`config.mk`:
```
export PLATFORM = sky130hd
export DESIGN_NAME = cmdring_dma
export DESIGN_NICKNAME = d
export VERILOG_FILES = /design/src/rtl/cmdring_pkg.sv /design/src/rtl/cr_rdptr.sv /design/src/rtl/cr_regs.sv /design/src/rtl/cr_fetch.sv /design/src/rtl/cmdring_dma.sv
export SDC_FILE = /design/constraint.sdc
export NUM_CORES = 1
export LEC_CHECK = 0
export ABC_AREA = 1
export BUFFER_PORTS_ARGS = -buffer_cell sky130_fd_sc_hd__buf_4
export CAP_MARGIN = 10
export CORE_MARGIN = 2
export CORE_UTILIZATION = 35
export DETAILED_ROUTE_END_ITERATION = 8
export GPL_TIMING_DRIVEN = 0
export PLACE_DENSITY_LB_ADDON = 0.15
export SLEW_MARGIN = 40
export SYNTH_ARGS = -nofsm -noshare
export SYNTH_HDL_FRONTEND = slang
export SYNTH_HIERARCHICAL = 1
export SYNTH_SLANG_ARGS = --single-unit
```
`constraint.sdc`:
```
create_clock -name clk -period 1.9 [get_ports clk]
set_input_delay 0.38 -clock clk [delete_from_list [all_inputs] [get_ports clk]]
set_output_delay 0.38 -clock clk [all_outputs]
set_load 0.05 [all_outputs]
```
`src/rtl/cmdring_pkg.sv`:
```
package cmdring_pkg;

  localparam int unsigned CR_REG_A_W = 3;
  localparam int unsigned CR_REG_W   = 32;

  localparam logic [CR_REG_A_W-1:0] RA_BASE = 3'd0;
  localparam logic [CR_REG_A_W-1:0] RA_WPTR = 3'd1;
  localparam logic [CR_REG_A_W-1:0] RA_RPTR = 3'd2;
  localparam logic [CR_REG_A_W-1:0] RA_CTRL = 3'd3;
  localparam logic [CR_REG_A_W-1:0] RA_SIZE = 3'd4;

  localparam int unsigned RP_RST_BIT = 15;
  localparam int unsigned RUN_BIT    = 0;

  typedef enum logic [1:0] {
    FS_IDLE = 2'd0,
    FS_REQ  = 2'd1,
    FS_WAIT = 2'd2,
    FS_SEND = 2'd3
  } fetch_state_e;

endpackage

```
`src/rtl/cr_rdptr.sv`:
```
module cr_rdptr #(
  parameter int unsigned IDX_W = 8
) (
  input  logic             clk,
  input  logic             rst_n,
  input  logic             rst_set,
  input  logic             rst_clr,
  input  logic             advance,
  output logic [IDX_W-1:0] rp,
  output logic             rst_flag
);

  function automatic logic [IDX_W-1:0] ptr_step(input logic [IDX_W-1:0] p);
    return p + IDX_W'(1);
  endfunction

  always_ff @(posedge clk or negedge rst_n) begin
    if (!rst_n) begin
      rp       <= '0;
      rst_flag <= 1'b0;
    end else if (rst_set) begin
      rp       <= '0;
      rst_flag <= 1'b1;
    end else begin
      if (rst_clr) rst_flag <= 1'b0;
      if (advance && !rst_flag) rp <= ptr_step(rp);
    end
  end

  // one accepted command moves the pointer by exactly one, modulo the ring
  p_step_one_r5: assert property (@(posedge clk) disable iff (!rst_n)
    (advance && !rst_flag && !rst_set) |=> (rp == ($past(rp) + IDX_W'(1))));

  // without a hand-off the pointer does not move
  p_no_drift_r5: assert property (@(posedge clk) disable iff (!rst_n)
    (!advance && !rst_set) |=> $stable(rp));

  // while the reset flag is up the pointer stays at zero
  p_flag_zero_r6: assert property (@(posedge clk) disable iff (!rst_n)
    rst_flag |-> (rp == '0));

endmodule

```
`src/rtl/cr_regs.sv`:
```
module cr_regs
  import cmdring_pkg::*;
#(
  parameter int unsigned ADDR_W    = 32,
  parameter int unsigned IDX_W     = 8,
  parameter int unsigned SIZE_CODE = 2
) (
  input  logic                  clk,
  input  logic                  rst_n,
  input  logic                  pwr_down,
  input  logic                  wr_en,
  input  logic [CR_REG_A_W-1:0] wr_addr,
  input  logic [CR_REG_W-1:0]   wr_data,
  input  logic [CR_REG_A_W-1:0] rd_addr,
  output logic [CR_REG_W-1:0]   rd_data,
  input  logic [IDX_W-1:0]      rp,
  input  logic                  rp_rst_flag,
  input  logic                  busy,
  output logic [ADDR_W-1:0]     base,
  output logic [IDX_W-1:0]      wp,
  output logic                  run_req,
  output logic                  rp_rst_set,
  output logic                  rp_rst_clr
);

  logic wr_live;
  assign wr_live = wr_en && !pwr_down;

  assign rp_rst_set = wr_live && (wr_addr == RA_RPTR) &&  wr_data[RP_RST_BIT];
  assign rp_rst_clr = wr_live && (wr_addr == RA_RPTR) && !wr_data[RP_RST_BIT];

  always_ff @(posedge clk or negedge rst_n) begin
    if (!rst_n) begin
      base    <= '0;
      wp      <= '0;
      run_req <= 1'b0;
    end else if (wr_live) begin
      case (wr_addr)
        RA_BASE: base    <= wr_data[ADDR_W-1:0];
        RA_WPTR: wp      <= wr_data[IDX_W-1:0];
        RA_CTRL: run_req <= wr_data[RUN_BIT];
        default: ;
      endcase
    end
  end

  always_comb begin
    rd_data = '0;
    if (pwr_down) begin
      rd_data = '1;
    end else begin
      case (rd_addr)
        RA_BASE: rd_data[ADDR_W-1:0] = base;
        RA_WPTR: rd_data[IDX_W-1:0]  = wp;
        RA_RPTR: begin
          rd_data[IDX_W-1:0]  = rp;
          rd_data[RP_RST_BIT] = rp_rst_flag;
        end
        RA_CTRL: rd_data[RUN_BIT] = run_req || busy;
        RA_SIZE: rd_data = CR_REG_W'(SIZE_CODE);
        default: rd_data = '0;
      endcase
    end
  end

  // a powered-down controller keeps its programmed state
  p_pd_frozen_r8: assert property (@(posedge clk) disable iff (!rst_n)
    pwr_down |=> ($stable(wp) && $stable(base) && $stable(run_req)));

endmodule

```
`src/rtl/cr_fetch.sv`:
```
module cr_fetch
  import cmdring_pkg::*;
#(
  parameter int unsigned ADDR_W  = 32,
  parameter int unsigned DATA_W  = 32,
  parameter int unsigned IDX_W   = 8,
  parameter int unsigned CODEC_W = 4
) (
  input  logic               clk,
  input  logic               rst_n,
  input  logic               run_req,
  input  logic               hold,
  input  logic [ADDR_W-1:0]  base,
  input  logic [IDX_W-1:0]   wp,
  input  logic [IDX_W-1:0]   rp,
  output logic               mem_req_valid,
  input  logic               mem_req_ready,
  output logic [ADDR_W-1:0]  mem_req_addr,
  input  logic               mem_rsp_valid,
  input  logic [DATA_W-1:0]  mem_rsp_data,
  output logic               cmd_valid,
  input  logic               cmd_ready,
  output logic [DATA_W-1:0]  cmd_data,
  output logic [CODEC_W-1:0] cmd_codec,
  output logic               busy,
  output logic               advance
);

  localparam int unsigned SLOT_SHIFT = 2;

  function automatic logic [IDX_W-1:0] next_slot(input logic [IDX_W-1:0] p);
    return p + IDX_W'(1);
  endfunction

  function automatic logic [ADDR_W-1:0] slot_addr(input logic [ADDR_W-1:0] b,
                                                  input logic [IDX_W-1:0]  s);
    return b + ADDR_W'({s, {SLOT_SHIFT{1'b0}}});
  endfunction

  function automatic logic [CODEC_W-1:0] codec_of(input logic [DATA_W-1:0] w);
    return w[DATA_W-1 -: CODEC_W];
  endfunction

  fetch_state_e     st;
  logic [IDX_W-1:0] slot;
  logic [DATA_W-1:0] word;
  logic             can_start;
  logic             req_fire;

  assign can_start = run_req && !hold && (rp != wp);
  assign req_fire  = (st == FS_REQ) && mem_req_ready;

  always_ff @(posedge clk or negedge rst_n) begin
    if (!rst_n) begin
      st   <= FS_IDLE;
      slot <= '0;
      word <= '0;
    end else begin
      case (st)
        FS_IDLE: if (can_start) begin
          st   <= FS_REQ;
          slot <= next_slot(rp);
        end
        FS_REQ:  if (req_fire) st <= FS_WAIT;
        FS_WAIT: if (mem_rsp_valid) begin
          st   <= FS_SEND;
          word <= mem_rsp_data;
        end
        FS_SEND: if (cmd_ready) st <= FS_IDLE;
        default: st <= FS_IDLE;
      endcase
    end
  end

  assign mem_req_valid = (st == FS_REQ);
  assign mem_req_addr  = slot_addr(base, slot);
  assign cmd_valid     = (st == FS_SEND);
  assign cmd_data      = word;
  assign cmd_codec     = codec_of(word);
  assign busy          = (st != FS_IDLE);
  assign advance       = (st == FS_SEND) && cmd_ready;

  // a pending memory request keeps valid and address until taken
  p_req_hold_r9: assert property (@(posedge clk) disable iff (!rst_n)
    (mem_req_valid && !mem_req_ready) |=> (mem_req_valid && $stable(mem_req_addr)));

  // a pending command keeps valid and data until taken
  p_cmd_hold_r9: assert property (@(posedge clk) disable iff (!rst_n)
    (cmd_valid && !cmd_ready) |=> (cmd_valid && $stable(cmd_data)));

  // equal pointers leave the engine idle
  p_idle_empty_r5: assert property (@(posedge clk) disable iff (!rst_n)
    ((st == FS_IDLE) && (rp == wp)) |=> (st == FS_IDLE));

  // with run clear an idle engine stays idle
  p_stop_quiet_r7: assert property (@(posedge clk) disable iff (!rst_n)
    ((st == FS_IDLE) && !run_req) |=> !mem_req_valid);

  // the pointer-reset flag holds the engine back
  p_hold_quiet_r6: assert property (@(posedge clk) disable iff (!rst_n)
    ((st == FS_IDLE) && hold) |=> !busy);

endmodule

```
`src/rtl/cmdring_dma.sv`:
```
module cmdring_dma
  import cmdring_pkg::*;
#(
  parameter int unsigned ADDR_W  = 32,
  parameter int unsigned DATA_W  = 32,
  parameter int unsigned IDX_W   = 8,
  parameter int unsigned CODEC_W = 4
) (
  input  logic                  clk,
  input  logic                  rst_n,
  input  logic                  pwr_down,
  input  logic                  reg_wr_en,
  input  logic [CR_REG_A_W-1:0] reg_wr_addr,
  input  logic [CR_REG_W-1:0]   reg_wr_data,
  input  logic [CR_REG_A_W-1:0] reg_rd_addr,
  output logic [CR_REG_W-1:0]   reg_rd_data,
  output logic                  mem_req_valid,
  input  logic                  mem_req_ready,
  output logic [ADDR_W-1:0]     mem_req_addr,
  input  logic                  mem_rsp_valid,
  input  logic [DATA_W-1:0]     mem_rsp_data,
  output logic                  cmd_valid,
  input  logic                  cmd_ready,
  output logic [DATA_W-1:0]     cmd_data,
  output logic [CODEC_W-1:0]    cmd_codec
);

  localparam int unsigned SIZE_CODE = (IDX_W == 8) ? 2 : ((IDX_W == 4) ? 1 : 0);

  logic [ADDR_W-1:0] base;
  logic [IDX_W-1:0]  wp;
  logic [IDX_W-1:0]  rp;
  logic              run_req;
  logic              rp_rst_set;
  logic              rp_rst_clr;
  logic              rp_rst_flag;
  logic              busy;
  logic              advance;

  cr_regs #(
    .ADDR_W   (ADDR_W),
    .IDX_W    (IDX_W),
    .SIZE_CODE(SIZE_CODE)
  ) regs_i (
    .clk        (clk),
    .rst_n      (rst_n),
    .pwr_down   (pwr_down),
    .wr_en      (reg_wr_en),
    .wr_addr    (reg_wr_addr),
    .wr_data    (reg_wr_data),
    .rd_addr    (reg_rd_addr),
    .rd_data    (reg_rd_data),
    .rp         (rp),
    .rp_rst_flag(rp_rst_flag),
    .busy       (busy),
    .base       (base),
    .wp         (wp),
    .run_req    (run_req),
    .rp_rst_set (rp_rst_set),
    .rp_rst_clr (rp_rst_clr)
  );

  cr_rdptr #(
    .IDX_W(IDX_W)
  ) rdptr_i (
    .clk     (clk),
    .rst_n   (rst_n),
    .rst_set (rp_rst_set),
    .rst_clr (rp_rst_clr),
    .advance (advance),
    .rp      (rp),
    .rst_flag(rp_rst_flag)
  );

  cr_fetch #(
    .ADDR_W (ADDR_W),
    .DATA_W (DATA_W),
    .IDX_W  (IDX_W),
    .CODEC_W(CODEC_W)
  ) fetch_i (
    .clk          (clk),
    .rst_n        (rst_n),
    .run_req      (run_req),
    .hold         (rp_rst_flag),
    .base         (base),
    .wp           (wp),
    .rp           (rp),
    .mem_req_valid(mem_req_valid),
    .mem_req_ready(mem_req_ready),
    .mem_req_addr (mem_req_addr),
    .mem_rsp_valid(mem_rsp_valid),
    .mem_rsp_data (mem_rsp_data),
    .cmd_valid    (cmd_valid),
    .cmd_ready    (cmd_ready),
    .cmd_data     (cmd_data),
    .cmd_codec    (cmd_codec),
    .busy         (busy),
    .advance      (advance)
  );

  // the engine only runs while enabled or finishing an entry
  p_run_gate_r3: assert property (@(posedge clk) disable iff (!rst_n)
    ($rose(mem_req_valid)) |-> (run_req && !rp_rst_flag));

endmodule

```
==> impl_metrics.env <==
export IMPL_cts_hold_buf=0
export IMPL_worst_ir_drop_vdd_mv=1.19
export IMPL_placed_cell_area_um2=8020
export IMPL_synth_edf_count=0
export IMPL_final_area_um2=9240
export IMPL_synth_common_cells="240 x nand2_1, 95 x inv_1, 92 x dfrtp_1, 42 x nand3_1, 42 x o21ai_2"
export IMPL_root_buffer="clkbuf_16"
export IMPL_drive_gt1_share_pct=50.1
export IMPL_via_count=5634
export IMPL_drcViolationCount=0
export IMPL_grt_max_degree=93
export IMPL_rows=47
export IMPL_wl_per_cell_um=14.9
export IMPL_area_growth_pct=54.4
export IMPL_fin_skew_ns=0.00705
export IMPL_cts_tree="yes"
export IMPL_hold_violations=0
export IMPL_ys_warn_count=6
export IMPL_required_ns=1.52
export IMPL_fmax_ghz=0.376
export IMPL_fin_crit_sh_pct=140
export IMPL_final_nets=1072
export IMPL_powerDensity_nw_per_um2=1450
export IMPL_n_antenna_cell=0
export IMPL_ys_seq_area_share_pct=38.5
export IMPL_syn_area_um2=5980
export IMPL_yosys_area_top_type="dfrtp_1"
export IMPL_ys_top_cells_by_area="dfrtp_1 38%, nand2_1 15%, o21ai_2 6.2%"
export IMPL_ys_flop_type="dfrtp_1"
export IMPL_fp_dieW_um=135
export IMPL_cts_buffers=9
export IMPL_cap_violations=0
export IMPL_rsz0062_at_grt="true"
export IMPL_hold_path_class="in2async"
export IMPL_cts_max_path_buffers=2
export IMPL_status="complete, but fails checks"
export IMPL_slew_viol_final=0
export IMPL_dpl_hpwl_mm=13.3
export IMPL_clock_latency_ns=0.35
export IMPL_period_needed_ns=2.66
export IMPL_routabilityCongestion=0.854
export IMPL_worstMarginPinSlew_ns=0.719
export IMPL_drt_vias_per_instance=4.68
export IMPL_routed_wl_mm=17.9
export IMPL_setup_viol=30
export IMPL_initial_core_util_pct=35.9
export IMPL_layout_setup_ws_ns=-0.758
export IMPL_holdWs_ns=0.0328
export IMPL_syn_area_per_cell_um2=7.96
export IMPL_relSlewSlack_pct=52.0
export IMPL_die_area_um2=18100
export IMPL_violations="setup timing"
export IMPL_p_leak_nw=4.63
export IMPL_r2r_slack_ns=0.17
export IMPL_antenna_left=0
export IMPL_cp_arrival_ns=2.28
export IMPL_critPathCaptureType="output port"
export IMPL_crit_type="reg2out"
export IMPL_io_pins=179
export IMPL_start_kind="flip-flop"
export IMPL_post_synth_inst_count=751
export IMPL_drt_pass1_iterations=5
export IMPL_grt_pass1_wl_mm=28.6
export IMPL_async_reset_ff_share_pct=100
export IMPL_htree_num_levels=3
export IMPL_ys_seq_elements=92
export IMPL_ff2ff_path_depth=6
export IMPL_grt_pass1_vias=5543
export IMPL_antenna_found_initial=0
export IMPL_yosysMostFrequentCell="nand2_1"
export IMPL_portBuffers=177
export IMPL_grt_usage_pct=20.0
export IMPL_syn_nets=844
export IMPL_synth_top_area_share_pct=38.5
export IMPL_synthDistinctLibCells=42
export IMPL_fp_coreArea_um2=16600
export IMPL_die_h_um=135
export IMPL_drt_iter0_drc=286
export IMPL_grt_overflow=0
export IMPL_timing_setup_tns_ns=-17.18
export IMPL_worstPathMaxFanout=5
export IMPL_clk_pin_slew_ns=0.06
export IMPL_cts_sinks=92
## cell families after synthesis
logic type               synth area share [%]
AND/OR/NAND/NOR                          30.0
flip-flops                               38.5
XOR/XNOR                                 3.22
multiplexers                             6.03
adder cells (fa/ha/maj)                  3.47
AO/OA/AOI/OAI                            8.70
buffers and inverters                    10.1
## cell type report
| cell class | count | area (µm²) |
|---|---|---|
| Multi-Input combinational cell | 527 | 3800 |
| Sequential cell | 92 | 2320 |
| Clock buffer | 9 | 225 |
| Tap cell | 220 | 275 |
| Buffer | 24 | 203 |
| Fill cell | 1569 | 7410 |
| Clock inverter | 7 | 139 |
| Timing Repair Buffer | 217 | 1850 |
| Inverter | 108 | 430 |
## power by group
group | switching [W] | internal [W] | total, W
combinational | 0.00474 | 0.00310 | 0.00784
sequential | 0.000730 | 0.00264 | 0.00337
clock | 0.000771 | 0.00142 | 0.00219
## final timing paths
path / startpoint / endpoint
min: rst_n / regs_i/base[3]
max reg2reg: fetch_i/st[0] / fetch_i/cmd_data[10]
max in group asynchronous: rst_n / regs_i/base[22]
max: regs_i/base[2] / mem_req_addr[28]
min in group clk: mem_rsp_data[27] / fetch_i/cmd_data[27]
min reg2reg: fetch_i/cmd_data[8] / fetch_i/cmd_data[8]
## critical path, stage by stage, from the launching register on
cell and delay [ns]:
dfrtp_1 0.40, ha_2 0.21, inv_2 0.04, fa_2 0.37, o21ai_4 0.18, nand2_2 0.08
nand2_4 0.12, nand2_4 0.08, nand2_8 0.09, nand3b_1 0.13, nand2_4 0.10, buf_8 0.14
## per-stage QoR
step | total power, W | setup slack [ns] | util, % | cells
after floorplan | 0.00816 | -0.253 | - | 751
after global placement | 0.0100 | -0.541 | 48.1 | 1148
after detailed placement | 0.0101 | -0.549 | 48.2 | 1148
after CTS | 0.0132 | -0.850 | 53.8 | 1190
after global routing | 0.0141 | -0.868 | 55.5 | 1204
final | 0.0134 | -0.758 | 55.5 | 1204
## cells in the final DEF, fill, tap and decap left out, types with 7 or more instances in the layout
cell         n
buf_4      180
inv_1       86
xor2_4       7
o21ai_0     10
buf_6       39
nor2_1      34
nand3b_1     8
dfrtp_2     12
nor2_2       9
dfrtp_1     80
ha_4         8
clkbuf_16    9
nand3_1     34
mux2_2      32
nand3_2      9
nand2_1    192
inv_2       17
nand2_4     34
buf_8       15
nand4_1     15
nand2_2     26
o21ai_2     41
## layer usage
| layer | vias to the layer above | global-route usage, % | share of wire (%) |
|---|---|---|---|
| li1 | 2821 | - | - |
| met1 | 2645 | 26.6 | 44 |
| met2 | 146 | 32.8 | 50 |
| met3 | 22 | 3.30 | 4.8 |
| met4 | 0 | 7.49 | 1.8 |
| met5 | - | 0 | 0 |
## state kept, by name, indices dropped and copies added (netlist names)
name              count
fetch_i/cmd_data     32
regs_i/base          32
fetch_i/slot          8
rdptr_i/rp            8
regs_i/wp             8
fetch_i/st            2
rdptr_i/rst_flag      1
regs_i/run_req        1
## repair_timing
item                                    in CTS  in global routing
resized for setup                          105                 59
setup buffers                               26                 17
endpoints found under the setup margin      39                 52
gates cloned                                 0                  0
hold endpoints to repair                     0                  0
pin swaps                                   37                 45
Note: power is estimated with default switching activity, not from simulation.
